File: config.mk
export PLATFORM = sky130hd
export DESIGN_NAME = aud_irq_agg
export DESIGN_NICKNAME = d
export VERILOG_FILES = /design/src/rtl/aud_irq_pkg.sv /design/src/rtl/aud_irq_edge.sv /design/src/rtl/aud_irq_merge.sv /design/src/rtl/aud_irq_agg.sv
export SDC_FILE = /design/constraint.sdc
export NUM_CORES = 1
export LEC_CHECK = 0
export CELL_PAD_IN_SITES_DETAIL_PLACEMENT = 1
export CELL_PAD_IN_SITES_GLOBAL_PLACEMENT = 1
export CORE_MARGIN = 1
export CORE_UTILIZATION = 35
export DETAILED_ROUTE_END_ITERATION = 10
export DONT_BUFFER_PORTS = 1
export PLACE_DENSITY_LB_ADDON = 0.1
export REMOVE_ABC_BUFFERS = 1
export SLEW_MARGIN = 5
export SYNTH_ARGS = -nofsm -noshare
export SYNTH_HDL_FRONTEND = slang
export SYNTH_SLANG_ARGS = --single-unit
export TNS_END_PERCENT = 30
File: constraint.sdc
create_clock -name clk -period 1.1 [get_ports clk]
set_input_delay 0.22 -clock clk [delete_from_list [all_inputs] [get_ports clk]]
set_output_delay 0.22 -clock clk [all_outputs]
set_load 0.005 [all_outputs]
File: src/rtl/aud_irq_pkg.sv
package aud_irq_pkg;

    // Host register width
    localparam int REG_W = 16;

    typedef enum logic [1:0] {
        SEL_STAT = 2'd0,
        SEL_ENAB = 2'd1,
        SEL_MASK = 2'd2,
        SEL_SRST = 2'd3
    } reg_sel_e;

    // Replace only the bits selected by mask
    function automatic logic [REG_W-1:0] masked_update(
        input logic [REG_W-1:0] cur,
        input logic [REG_W-1:0] data,
        input logic [REG_W-1:0] mask
    );
        return (cur & ~mask) | (data & mask);
    endfunction

    // A selected bit written 0 is cleared; nothing is ever set
    function automatic logic [REG_W-1:0] clear_only(
        input logic [REG_W-1:0] cur,
        input logic [REG_W-1:0] data,
        input logic [REG_W-1:0] mask
    );
        return cur & (data | ~mask);
    endfunction

endpackage

File: src/rtl/aud_irq_edge.sv
// Rising-edge detector for one request input
module aud_irq_edge (
    input  logic clk,
    input  logic rst_n,
    input  logic req,
    output logic rise
);
    logic prev_d, prev_q;

    always_comb begin
        prev_d = req;
        rise   = req & ~prev_q;
    end

    always_ff @(posedge clk or negedge rst_n) begin
        if (!rst_n) prev_q <= 1'b0;
        else        prev_q <= prev_d;
    end
endmodule

File: src/rtl/aud_irq_merge.sv
// Gates latched status with enable and mask, ORs and registers the line
module aud_irq_merge
    import aud_irq_pkg::*;
(
    input  logic             clk,
    input  logic             rst_n,
    input  logic             armed,
    input  logic [REG_W-1:0] stat,
    input  logic [REG_W-1:0] enab,
    input  logic [REG_W-1:0] mask,
    output logic             irq
);
    logic irq_d, irq_q;

    always_comb begin
        irq_d = armed & (|(stat & enab & mask));
    end

    always_ff @(posedge clk or negedge rst_n) begin
        if (!rst_n) irq_q <= 1'b0;
        else        irq_q <= irq_d;
    end

    assign irq = irq_q;
endmodule

File: src/rtl/aud_irq_agg.sv
module aud_irq_agg
    import aud_irq_pkg::*;
#(
    parameter int N_PORTS    = 2,
    parameter int SRC_STRIDE = 4
) (
    input  logic                 clk,
    input  logic                 rst_n,
    input  logic [2*N_PORTS-1:0] src_req,
    input  logic                 bus_we,
    input  logic [1:0]           bus_addr,
    input  logic [REG_W-1:0]     bus_wdata,
    input  logic [REG_W-1:0]     bus_wmask,
    output logic [REG_W-1:0]     bus_rdata,
    output logic                 irq_o
);
    localparam int N_SRC   = 2 * N_PORTS;
    localparam int GLB_BIT = 0;
    localparam int IRR_BIT = SRC_STRIDE;

    function automatic int port_bit(input int p);
        return SRC_STRIDE * (2 + p);
    endfunction

    function automatic logic [REG_W-1:0] make_src_mask();
        logic [REG_W-1:0] m;
        m = '0;
        for (int i = 0; i < N_SRC; i++) m[i*SRC_STRIDE] = 1'b1;
        return m;
    endfunction

    function automatic logic [REG_W-1:0] make_rst_mask();
        logic [REG_W-1:0] m;
        m = '0;
        m[GLB_BIT] = 1'b1;
        m[IRR_BIT] = 1'b1;
        for (int p = 0; p < N_PORTS; p++) m[port_bit(p)] = 1'b1;
        return m;
    endfunction

    localparam logic [REG_W-1:0] SRC_MASK = make_src_mask();
    localparam logic [REG_W-1:0] RST_MASK = make_rst_mask();

    typedef struct packed {
        logic [REG_W-1:0] stat;
        logic [REG_W-1:0] enab;
        logic [REG_W-1:0] mask;
        logic [REG_W-1:0] srst;
    } regs_t;

    regs_t r_d, r_q;

    logic [N_SRC-1:0] rise;
    logic [REG_W-1:0] rise_pos;
    logic [REG_W-1:0] port_hold;
    logic [REG_W-1:0] stat_keep;
    logic             glb_rel;
    logic             irr_rel;
    logic             wr_stat, wr_enab, wr_mask, wr_srst;

    // One edge detector per source
    for (genvar g = 0; g < N_SRC; g++) begin : g_src
        aud_irq_edge u_edge (
            .clk  (clk),
            .rst_n(rst_n),
            .req  (src_req[g]),
            .rise (rise[g])
        );
    end

    // Place edges and port holds at their register positions
    always_comb begin
        rise_pos  = '0;
        port_hold = '0;
        for (int i = 0; i < N_SRC; i++) begin
            rise_pos[i*SRC_STRIDE]  = rise[i];
            port_hold[i*SRC_STRIDE] = ~r_q.srst[port_bit(i / 2)];
        end
    end

    always_comb begin
        wr_stat = bus_we && (bus_addr == SEL_STAT);
        wr_enab = bus_we && (bus_addr == SEL_ENAB);
        wr_mask = bus_we && (bus_addr == SEL_MASK);
        wr_srst = bus_we && (bus_addr == SEL_SRST);
        glb_rel = r_q.srst[GLB_BIT];
        irr_rel = r_q.srst[IRR_BIT];

        stat_keep = wr_stat ? clear_only(r_q.stat, bus_wdata, bus_wmask) : r_q.stat;

        r_d = r_q;
        if (wr_srst)
            r_d.srst = masked_update(r_q.srst, bus_wdata, bus_wmask) & RST_MASK;

        if (!glb_rel) begin
            r_d.stat = '0;
            r_d.enab = '0;
            r_d.mask = '0;
        end else begin
            if (wr_enab)
                r_d.enab = masked_update(r_q.enab, bus_wdata, bus_wmask) & SRC_MASK;
            if (wr_mask)
                r_d.mask = masked_update(r_q.mask, bus_wdata, bus_wmask) & SRC_MASK;
            if (!irr_rel)
                r_d.stat = '0;
            else
                r_d.stat = (stat_keep | rise_pos) & ~port_hold & SRC_MASK;
        end
    end

    always_ff @(posedge clk or negedge rst_n) begin
        if (!rst_n) r_q <= '0;
        else        r_q <= r_d;
    end

    always_comb begin
        unique case (bus_addr)
            SEL_STAT: bus_rdata = r_q.stat;
            SEL_ENAB: bus_rdata = r_q.enab;
            SEL_MASK: bus_rdata = r_q.mask;
            default:  bus_rdata = r_q.srst;
        endcase
    end

    aud_irq_merge u_merge (
        .clk  (clk),
        .rst_n(rst_n),
        .armed(glb_rel & irr_rel),
        .stat (r_q.stat),
        .enab (r_q.enab),
        .mask (r_q.mask),
        .irq  (irq_o)
    );
endmodule

==> impl_metrics.tcl, run 1 <==
set metrics [dict create \
    synth.mux.area_fraction_pct 21.3 \
    start_util_pct 37.5 \
    multi_input_area_um2 547 \
    arrival_ns 1.21 \
    wl_per_cell_um 15.3 \
    reg2reg_to "u_merge.irq$_DFF_PN0_" \
    synth_area_um2 1150 \
    fill_cells 363 \
    io_pins 58 \
    grt_max_degree 22 \
    synth_xor_area_share_pct 0 \
    endpoint_kind "output pin" \
    min_period_over_period_pct 130 \
    root_buffer "clkbuf_4" \
    hold_depth 1 \
    wl_met1_um 1210 \
    htreeDepth 1 \
    yosysUniqueCellTypes 18 \
    layout-drive-gt1-share_pct 27.9 \
    hp-class "in -> reg" \
    worstPathRequired_ns 0.88 \
    die_area_um2 3530 \
    fmax_ghz 0.699 \
    cts_tree "yes" \
    power_mw 1.60 \
    syn_inst 105 \
    min_period_ns 1.43 \
    port_buffers 0 \
    setup_viol_count_final 4 \
    slowest_delay_ns 0.49 \
    num_antenna_cells 0 \
    route.final.wire_length_um 2660 \
    worst_pin_slew_ns 0.974 \
    synth-simple-area-share_pct 18.4 \
    antenna_found_initial 0 \
    synth_top_family_by_area "multiplexers" \
    leakage_nw 0.678 \
    final_common_cell "nand2_1" \
    r2r_slack_ns 0.01 \
    seqCellArea_um2 526 \
    synthTopCellsByArea "dfrtp_1 (46%), mux4_1 (9.1%), buf_4 (8.5%)" \
    synth_top_flop_cell "dfrtp_1" \
    drc 0 \
    route.met3.wl_um 113 \
    max-slew-margin-rel_pct 35.1 \
    grt_setup_unrepaired "yes" \
    num_rows 20 \
    crit_chain "mux4_2" \
    cap_violations 0 \
    dp.final_hpwl_um 1960 \
    vias 825 \
    grt_overflow_total 0 \
    min_from "bus_wdata[12]" \
    ant_nets 0 \
    syn_avg_cell_area_um2 11.0 \
    vdd_drop_max_uv 726 \
    critPathKind "reg -> out" \
    synth-async-reset-ratio_pct 100 \
    grt_pass1_wl_um 4350 \
    synth-edff-count 0 \
    fp.dieH_um 59.4 \
    post-route-worst-setup-slack_ns -0.331 \
    seq_area_frac_synth_pct 45.6 \
    ys_warn_count 0 \
    hold_viol_final 0 \
    maxSlewViolCount 0 \
    numCtsBuffers 3 \
    clk_pin_slew_ns 0.13 \
    cp_slowest_cell "mux4_2" \
    core-area_um2 3080 \
    place_ws_ns -0.0320 \
    drtIter0Drc 34 \
    timing.setup.tns_ns -1.27 \
    reg2reg_depth 4 \
    clock_path_buffers 2 \
    cts_sinks 21 \
    insertion_delay_ns 0.31 \
    synth_compound_area_share_pct 4.56 \
    status "finished with violations" \
    gr-usage-all-layers_pct 17.2 \
    synth_top_area_share_pct 45.6 \
    powerDensity_nw_per_um2 1190 \
    start_kind "flip-flop" \
    gp_congestion 0.719 \
    hold_slack_ns 0.0430 \
    synthAdderAreaFrac_pct 0 \
    fin_skew_ns 0.00522 \
    cp_top_family "multiplexers" \
    cp_max_fo 2 \
    viasPerCell 4.77 \
    met2_wirelength_um 1310 \
    yosys.area.top_type "dfrtp_1" \
    die_w_um 59.4 \
    top_layer_used "met4" \
    final_cell_mix "nand2_1 (25), dfrtp_1 (21), buf_4 (18)" \
    ys_ff_latch 21 \
    final_nets 171 \
    drt_first_pass_iters 4 \
    failed_checks "setup timing" \
    timing.critical_path.buf_inv 0 \
    grt_pass1_vias 873 \
    rr_startpoint "r_q[16]$_DFFE_PN0P_" \
    area_growth_syn_to_layout_pct 17.4 \
]
==> cell usage after synthesis, drive strengths merged (2+ instances only) <==
cell type and count:
mux4 4, nand3 4, mux2i 8, a21oi 4
buf 15, and3b 2, mux2 4, dfrtp 21
a31oi 2, o21ai 4, nand2 25, nand2b 8
and3 2
==> cell type report <==
cell class | count | share of cell area, %
clock buffers | 3 | 1.66
clock inverters | 1 | 0.370
multi-input cells | 80 | 40.4
flip-flops and latches | 21 | 38.8
well taps | 44 | 4.07
repair buffers | 24 | 14.7
==> worst max path at each step <==
stage | start | endpoint | slack (ns) | cells after the start
floorplan | flip-flop | bus_rdata[0] | -0.14 | 1
global placement | r_q[32]$_DFFE_PN0P_ | bus_rdata[0] | -0.02 | 1
detailed placement | r_q[32]$_DFFE_PN0P_ | bus_rdata[0] | -0.03 | 1
CTS | flip-flop | bus_rdata[0] | -0.36 | 1
global route | flip-flop | bus_rdata[12] | -0.39 | 1
finish | flip-flop | bus_rdata[0] | -0.33 | 1
==> routing by layer <==
layer | vias to the layer above | global-route usage, %
met5 | - | 0
met2 | 25 | 30.0
li1 | 380 | -
met1 | 418 | 20.5
met4 | 0 | 4.76
met3 | 2 | 4.80
==> cell families after synthesis <==
logic type / after synthesis
flops: 21
simple gates: 42
buf+inv: 15
compound gates: 10
mux: 16
other cells: 1
==> where the power goes <==
| part | leakage [nW] | switching (mW) | internal, mW | total, mW |
|---|---|---|---|---|
| Combinational | 0.385 | 0.166 | 0.199 | 0.365 |
| Sequential | 0.275 | 0.0268 | 0.826 | 0.853 |
| Clock | 0.0177 | 0.251 | 0.136 | 0.387 |
| Total | 0.678 | 0.444 | 1.16 | 1.60 |
==> per-stage QoR <==
stage / cell area (um2) / utilization [%] / instances
final: 1350 / 44.0 / 173
after global routing: 1350 / 44.0 / 173
after CTS: 1330 / 43.0 / 170
after detailed placement: 1260 / 40.8 / 161
after global placement: 1260 / 40.8 / 161
after floorplan: 1080 / - / 101
==> timing repair <==
item / in CTS / in global routing
setup buffers: 0 / 3
endpoints found under the hold margin: 25 / 0
resized for setup: 5 / 2
endpoints found under the setup margin: 5 / 26
pin swaps: 0 / 0
hold buffers: 5 / 0
(Power assumes the default switching activity.)
==> inputs of run 2 (changes only) <==
Settings changed: PLACE_DENSITY from default to 0.62, PLACE_DENSITY_LB_ADDON 0.1 to default.
==> run 2 against run 1 <==
The run still ends with setup timing left. Largest power group unchanged. Critical path type unchanged. Setup slack improved by 0.016 ns. Clock power fell by 3%. Total power fell by 2.8%.
==> impl_metrics.tcl, run 2 (synthesis gave the netlist of run 1 again) <==
set metrics [dict create \
    status "finished with violations" \
    failed_checks "setup timing" \
    multi_input_area_um2 541 \
    port_buffers 0 \
    gr-usage-all-layers_pct 16.8 \
    die_area_um2 3530 \
    drc 0 \
    timing.critical_path.buf_inv 0 \
    area_growth_syn_to_layout_pct 15.2 \
    fp.dieH_um 59.4 \
    grt_overflow_total 0 \
    cts_sinks 21 \
    route.final.wire_length_um 2450 \
    min_period_ns 1.42 \
    drtIter0Drc 8 \
    grt_util_met3_pct 3.71 \
    io_pins 58 \
    seqCellArea_um2 526 \
    leakage_nw 0.666 \
    clock_path_buffers 2 \
    htreeDepth 1 \
    timing.setup.tns_ns -1.22 \
    drt_first_pass_iters 4 \
    viasPerCell 4.60 \
    power_mw 1.56 \
    layout-drive-gt1-share_pct 26.0 \
    fin_util_pct 43.2 \
    cap_violations 0 \
    arrival_ns 1.20 \
    crit_chain "mux4_2" \
    grt_pass1_vias 866 \
    slowest_delay_ns 0.48 \
    gr-usage-met1_pct 21.9 \
    endpoint_kind "output pin" \
    grt_setup_unrepaired "yes" \
    min_period_over_period_pct 129 \
    wl_per_cell_um 14.4 \
    root_buffer "clkbuf_4" \
    num_rows 20 \
    cp_slowest_cell "mux4_2" \
    num_antenna_cells 0 \
    critPathKind "reg -> out" \
    grt_pass1_wl_um 4370 \
    cp_max_fo 2 \
    fin_skew_ns 0.00983 \
    core-area_um2 3080 \
    use_met2_pct 27.8 \
    hold_viol_final 0 \
    start_util_pct 37.5 \
    final_cell_mix "nand2_1 (25), dfrtp_1 (21), buf_4 (17)" \
    insertion_delay_ns 0.30 \
    gp_congestion 0.725 \
    clk_pin_slew_ns 0.13 \
    worst_pin_slew_ns 0.952 \
    vdd_drop_max_uv 522 \
    final_common_cell "nand2_1" \
    maxSlewViolCount 0 \
    max-slew-margin-rel_pct 36.5 \
    post-route-worst-setup-slack_ns -0.315 \
    antenna_found_initial 0 \
    die_w_um 59.4 \
    final_nets 169 \
    numCtsBuffers 3 \
    fmax_ghz 0.707 \
    powerDensity_nw_per_um2 1170 \
    hp-class "in -> reg" \
    dp.final_hpwl_um 1870 \
    grt-busiest-layer "met2" \
    cts_tree "yes" \
    cp_top_family "multiplexers" \
    ant_nets 0 \
    vias 787 \
    grt_max_degree 22 \
    setup_viol_count_final 4 \
    hold_slack_ns 0.0483 \
    fill_cells 371 \
    worstPathRequired_ns 0.88 \
    start_kind "flip-flop" \
]
run 2: cell types whose count changed in the layout (fill, tap and decap cells not counted):
cell,change
a31oi_1,+1
a31oi_2,-1
buf_4,-1
buf_6,-1
run 2: what timing repair did:
action | CTS | global route
setup endpoints to repair | 5 | 26
hold buffers | 5 | 0
pin swaps | 0 | 0
hold endpoints to repair | 25 | 0
resized for setup | 4 | 1
buffers inserted | 0 | 2
run 2: final timing paths:
path	start	depth (start not counted)	endpoint	slack [ns]
worst max-delay path	r_q[44]$_DFFE_PN0P_	1	bus_rdata[12]	-0.32
max in group asynchronous	rst_n	1	r_q[52]$_DFF_PN0_	0.40
min in group asynchronous	rst_n	1	g_src[2].u_edge.prev_q$_DFF_PN0_	0.12
worst min-delay path	src_req[2]	2	r_q[56]$_DFF_PN0_	0.05
worst min register to register	g_src[2].u_edge.prev_q$_DFF_PN0_	2	r_q[56]$_DFF_PN0_	0.51
worst max register to register	r_q[16]$_DFFE_PN0P_	4	u_merge.irq$_DFF_PN0_	0
run 2: area by class of cell:
cell class              count  share of cell area (%)
clock buffers               3                    1.69
clock inverters             1                   0.377
multi-input cells          80                    40.7
flip-flops and latches     21                    39.5
well taps                  44                    4.14
repair buffers             22                    13.6
run 2: report_power, final:
part	total (mW)	internal [mW]	leakage, nW	switching, mW
combinational	0.337	0.183	0.373	0.154
clock	0.374	0.135	0.0177	0.239
sequential	0.849	0.826	0.275	0.0236
total	1.56	1.14	0.666	0.417
run 2: per-stage QoR:
stage	setup slack, ns	instance area, um2	instances
detailed placement	-0.0476	1250	160
CTS	-0.336	1310	169
global route	-0.372	1330	171
floorplan	-0.139	1080	101
global placement	-0.0245	1250	160
finish	-0.315	1330	171
run 2: layer usage:
metal  wire length (um)  vias to the layer above  share of wire, %
li1                   -                      379                 -
met1               1040                      384                42
met2               1260                       22                51
met3                143                        2               5.8
met4                 12                        0              0.49
met5                  0                        -                 0
